===== src/rtl/tmo_pkg.sv =====
package tmo_pkg;
  // Default width of the stall counter and ratio of the slow count rate.
  localparam int unsigned TMO_CNT_W_DEF = 14;
  localparam int unsigned TMO_SLOW_DIV_DEF = 4;
endpackage


===== src/rtl/tmo_prescale.sv =====
// Tick generator: every clock when fast, every DIV-th clock when slow.
module tmo_prescale #(
  parameter int unsigned DIV = tmo_pkg::TMO_SLOW_DIV_DEF
) (
  input  logic clk,
  input  logic rst,
  input  logic run,
  input  logic slow,
  output logic tick
);
  generate
    if (DIV > 1) begin : g_div
      localparam int unsigned PW = $clog2(DIV);
      localparam logic [PW-1:0] LAST = PW'(DIV - 1);
      logic [PW-1:0] pre_q;

      always_ff @(posedge clk) begin
        if (rst || !run)      pre_q <= '0;
        else if (pre_q == LAST) pre_q <= '0;
        else                  pre_q <= pre_q + 1'b1;
      end

      assign tick = run && (!slow || (pre_q == LAST));

      // a stopped timer leaves the prescaler at zero
      assert_pre_idle_R8: assert property (@(posedge clk) disable iff (rst)
        !run |=> (pre_q == '0));
    end else begin : g_nodiv
      assign tick = run;
    end
  endgenerate
endmodule


===== src/rtl/tmo_counter.sv =====
// Stall counter: zeroed while stopped, rollover pulse on wrap from all ones.
module tmo_counter #(
  parameter int unsigned CW = tmo_pkg::TMO_CNT_W_DEF
) (
  input  logic clk,
  input  logic rst,
  input  logic run,
  input  logic tick,
  output logic wrap
);
  logic [CW-1:0] cnt_q;

  always_ff @(posedge clk) begin
    if (rst || !run) cnt_q <= '0;
    else if (tick)   cnt_q <= cnt_q + 1'b1;
  end

  assign wrap = tick && (&cnt_q);

  // once stopped, the count restarts from zero
  assert_cnt_zero_R3: assert property (@(posedge clk) disable iff (rst)
    !run |=> (cnt_q == '0));
  // counting never skips; a tick advances by exactly one
  assert_cnt_step_R2: assert property (@(posedge clk) disable iff (rst)
    (run && tick && !(&cnt_q)) |=> (cnt_q == $past(cnt_q) + 1'b1));
endmodule


===== src/rtl/tmo_flag.sv =====
// Sticky stall flag with set-over-clear priority and gated interrupt register.
module tmo_flag (
  input  logic clk,
  input  logic rst,
  input  logic set_evt,
  input  logic clr,
  input  logic ie,
  output logic flag,
  output logic irq
);
  logic flag_nxt;

  assign flag_nxt = set_evt || (flag && !clr);

  always_ff @(posedge clk) begin
    if (rst) begin
      flag <= 1'b0;
      irq  <= 1'b0;
    end else begin
      flag <= flag_nxt;
      irq  <= flag_nxt && ie;
    end
  end

  assert_flag_hold_R5: assert property (@(posedge clk) disable iff (rst)
    (flag && !clr) |=> flag);
  assert_flag_clear_R5: assert property (@(posedge clk) disable iff (rst)
    (clr && !set_evt) |=> !flag);
  assert_set_wins_R7: assert property (@(posedge clk) disable iff (rst)
    set_evt |=> flag);
  assert_irq_gate_R6: assert property (@(posedge clk) disable iff (rst)
    !ie |=> !irq);
  assert_irq_flag_R6: assert property (@(posedge clk) disable iff (rst)
    irq |-> flag);
endmodule


===== src/rtl/bus_stall_timer.sv =====
// Top: bus stall timeout with service-flag gating and selectable slow rate.
module bus_stall_timer #(
  parameter int unsigned CNT_W    = tmo_pkg::TMO_CNT_W_DEF,
  parameter int unsigned SLOW_DIV = tmo_pkg::TMO_SLOW_DIV_DEF
) (
  input  logic clk,
  input  logic rst,
  input  logic tmo_en,
  input  logic slow_sel,
  input  logic svc_pend,
  input  logic irq_en,
  input  logic clr_w1c,
  output logic stall_flag,
  output logic irq
);
  logic run, tick, wrap;

  assign run = tmo_en && !svc_pend;

  tmo_prescale #(.DIV(SLOW_DIV)) u_pre (
    .clk(clk), .rst(rst), .run(run), .slow(slow_sel), .tick(tick)
  );

  tmo_counter #(.CW(CNT_W)) u_cnt (
    .clk(clk), .rst(rst), .run(run), .tick(tick), .wrap(wrap)
  );

  tmo_flag u_flag (
    .clk(clk), .rst(rst), .set_evt(wrap), .clr(clr_w1c), .ie(irq_en),
    .flag(stall_flag), .irq(irq)
  );

  // disabling never sets the flag on its own
  assert_off_no_set_R8: assert property (@(posedge clk) disable iff (rst)
    (!tmo_en && !stall_flag) |=> !stall_flag);
  // reset leaves both outputs low
  assert_reset_R1: assert property (@(posedge clk)
    rst |=> (!stall_flag && !irq));
endmodule


===== config.mk =====
export PLATFORM = sky130hd
export DESIGN_NAME = bus_stall_timer
export DESIGN_NICKNAME = d
export VERILOG_FILES = /design/src/rtl/tmo_pkg.sv /design/src/rtl/tmo_prescale.sv /design/src/rtl/tmo_counter.sv /design/src/rtl/tmo_flag.sv /design/src/rtl/bus_stall_timer.sv
export SDC_FILE = /design/constraint.sdc
export NUM_CORES = 1
export LEC_CHECK = 0
export BUFFER_PORTS_ARGS = -buffer_cell sky130_fd_sc_hd__buf_2
export CAP_MARGIN = 10
export CORE_MARGIN = 5
export CORE_UTILIZATION = 49
export CTS_CLUSTER_SIZE = 8
export DETAILED_ROUTE_END_ITERATION = 6
export PLACE_DENSITY = 0.8
export SETUP_SLACK_MARGIN = 0.05
export SYNTH_ARGS = -nofsm -noshare
export SYNTH_HDL_FRONTEND = slang
export SYNTH_SLANG_ARGS = --single-unit
export TNS_END_PERCENT = 20

===== constraint.sdc =====
create_clock -name clk -period 1.6 [get_ports clk]
set_input_delay 0.32 -clock clk [delete_from_list [all_inputs] [get_ports clk]]
set_output_delay 0.32 -clock clk [all_outputs]
set_load 0.005 [all_outputs]

==> flow_summary_export.csv <==
group,metric,value,unit
floorplan,io_pins,9,
worst_hold_path,holdCritPathClass,"input port to flop",
timing,slew_headroom,76.5,%
detailed_routing,drt-initial-drc-count,12,
power_and_ir_drop,leakage,0.000377,uW
logic_synthesis,synth_top_area_share,43.0,%
logic_synthesis,ys_seq_elements,18,
setup_path,crit_required,1.82,ns
placement,portBuffers,8,
global_routing,grt_pass1_vias,669,
setup_path,cp-start-kind,"flop",
global_routing,grt_max_degree,17,
setup_path,r2r_setup_slack,0.03,ns
final_layout,n_antenna_cell,0,
floorplan,die_h,51.3,um
logic_synthesis,yosysSeqAreaShare,43.0,%
clocking,postCtsHoldBufs,0,
logic_synthesis,syn_area,837,um^2
clocking,cts.sinks,18,
global_routing,grt_usage,13.2,%
timing,drv_slew,0,
final_layout,fin_area,1000,um^2
power_and_ir_drop,pwr_density_cell,703,nW/um^2
timing,min_period,1.57,ns
global_routing,grt_pass1_wl,2640,um
clocking,cts_made_buffers,3,
global_routing,antenna_found_initial,0,
floorplan,coreArea,1670,um^2
final_layout,final_util,60.1,%
placement,post-place-ws,0.0349,ns
detailed_routing,drtAntennaViolNets,0,
final_layout,regArea,367,um^2
detailed_routing,route.detailed.drc,0,
clocking,clk_path_buf_depth,2,
detailed_routing,wl,1820,um
floorplan,rows,15,
placement,gp_congestion,0.761,
timing,worst_slack,0.0297,ns
flow_run,drv_cap,0,
run_status,run_status,"completed",
clocking,path_clk_slew,0.09,ns
timing,grt_setup_unrepaired,"yes",
floorplan,die_area,2630,um^2
final_layout,area_growth,19.9,%
setup_path,critPathArrivalTime,1.79,ns
placement,placed_area,930,um^2
placement,place.detailed.hpwl,1150,um
detailed_routing,vias,697,
logic_synthesis,synth.distinct_cells,32,
worst_hold_path,holdPathEnd,"u_flag.irq",
timing,fin_crit_sh,98.1,%
logic_synthesis,yosys_warnings,0,
clocking,clk_latency,0.28,ns
logic_synthesis,syn_nets,97,
final_layout,multi_input_area,478,um^2
clocking,cts_tree,"built",
final_layout,drive_above_1_share,34.3,%
floorplan,initial_utilization,50.1,%
power_and_ir_drop,max-vdd-ir-drop,0.000581,V
setup_path,timing.rr.end,"u_cnt.cnt_q[12]",
setup_path,r2r_cells,5,
detailed_routing,drt-wirelength-per-cell,14.9,um
logic_synthesis,syn_area_per_cell,9.51,um^2
timing,setup_violations,0,
setup_path,crit_type,"flop to flop",
timing,final_hold_viol_count,0,
clocking,ctsRootBufferMaster,"clkbuf_4",
timing,fmax,0.637,GHz
logic_synthesis,synth_area_leaders,"dfxtp_1 (43%), xor2_1 (6.3%), nor2_1 (4.9%)",
setup_path,r2r-start,"u_cnt.cnt_q[1]",
setup_path,endpoint_kind,"flop",
logic_synthesis,yosysTopAreaCell,"dfxtp_1",
worst_hold_path,hold_depth,2,
detailed_routing,drt_pass1_iterations,4,
final_layout,num-nets-final,116,
floorplan,dieWidth,51.3,um
clocking,ctsHtreeMaxLevel,1,
worst_hold_path,hold_start,"rst",
global_routing,grt-ovfl-total,0,
timing,worstMarginPinSlew,0.352,ns
logic_synthesis,synthCells,88,
timing,skew,0.00104,ns
timing,fin_hold_ws,0.248,ns
detailed_routing,vias_per_cell,5.71,
final_layout,fill_cells,149,
setup_path,cp_max_fo,4,
## final cells by class
type	count	area share, %
inverters	2	0.748
flip-flops and latches	18	36.5
multi-input cells	65	47.6
clock buffers	3	2.24
well taps	17	2.12
repair buffers	17	10.7
## cells by family after synthesis
| logic type | after synthesis | share of synthesized area (%) |
|---|---|---|
| and+or+nand+nor | 44 | 33.8 |
| buffers and inverters | 5 | 2.54 |
| adders and majority gates | 2 | 2.99 |
| AOI/OAI and AO/OA | 10 | 8.07 |
| muxes | 1 | 1.20 |
| xor gates and xnor gates | 8 | 8.37 |
| DFF | 18 | 43.0 |
## state kept, by name, summed over array words and instances, names as in the netlist
register and count:
u_cnt.cnt_q 14, u_pre.g_div.pre_q 2, u_flag.flag 1, u_flag.irq 1
## worst max-delay path by stage
stage,start,endpoint,slack [ns],depth (start not counted)
2_1_floorplan,u_cnt.cnt_q[0],u_cnt.cnt_q[12],0.09,5
5_1_grt,u_cnt.cnt_q[1],u_cnt.cnt_q[12],-0.02,5
6_report,u_cnt.cnt_q[1],u_cnt.cnt_q[12],0.03,5
4_1_cts,u_cnt.cnt_q[1],u_cnt.cnt_q[12],0.06,5
3_5_place_dp,u_cnt.cnt_q[0],u_cnt.cnt_q[12],0.03,5
3_3_place_gp,svc_pend,u_cnt.cnt_q[12],0.07,5
## synth_stat cells
master	instances
a21oi_1	4
nand2_4	1
and3_1	2
nor3_1	1
nor2_1	11
o41a_1	1
nand2_1	4
or2b_2	1
xnor2_1	2
nand3_4	1
mux2i_1	1
or3b_2	1
o311ai_0	1
ha_1	2
buf_2	2
xor2_1	6
inv_1	2
o31ai_1	3
and4b_4	1
and4_4	1
and4b_1	1
nand3_1	4
and3_2	1
nor3b_1	2
nor3b_2	1
or4_1	3
dfxtp_1	18
o21ai_0	1
clkbuf_1	1
nand2b_1	1
and2_1	2
nand4_1	5
## per-layer routing
metal / wire length [um] / global-route usage [%]
met4: 30 / 5.24
met5: 0 / 0
met2: 922 / 23.4
met3: 72 / 3.50
met1: 791 / 14.8
## layout by cell type (no fill, tap or decap), types with 2 or more instances in the layout
| master | Yosys | layout |
|---|---|---|
| dfxtp_1 | 18 | 13 |
| xnor2_1 | 2 | 2 |
| and3_1 | 2 | 2 |
| or4_1 | 3 | 3 |
| nand4_1 | 5 | 5 |
| clkbuf_4 | 0 | 3 |
| buf_4 | 0 | 9 |
| and2_1 | 2 | 2 |
| nor3b_1 | 2 | 2 |
| nand3_1 | 4 | 3 |
| o31ai_1 | 3 | 3 |
| a21oi_1 | 4 | 4 |
| dfxtp_2 | 0 | 5 |
| inv_1 | 2 | 2 |
| nand2_1 | 4 | 4 |
| xor2_1 | 6 | 6 |
| nor2_1 | 11 | 11 |
| buf_2 | 2 | 8 |
## power breakdown
group / switching [uW] / total (uW) / internal [uW]
Sequential: 1.59 / 452 / 450
Clock: 129 / 216 / 87.3
Combinational: 19.2 / 37.7 / 18.5
## critical path, stage by stage, from the launching register on
cell     delay (ns)
dfxtp_2        0.37
ha_4           0.15
and4b_4        0.26
nand2_4        0.07
or4_1          0.51
a21oi_1        0.14
## stage by stage
step | power (uW) | TNS [ns] | cells
3_3_place_gp | 492 | 0 | 116
4_1_cts | 706 | 0 | 120
2_1_floorplan | 480 | 0 | 88
5_1_grt | 739 | -0.0158 | 122
3_5_place_dp | 493 | 0 | 116
6_report | 706 | 0 | 122
## repair_timing
item                       CTS  global route
pin swaps                    0             2
buffers inserted             1             2
gates resized for setup      3             7
setup endpoints to repair    5             4
Note: power is estimated with default switching activity, not from simulation.
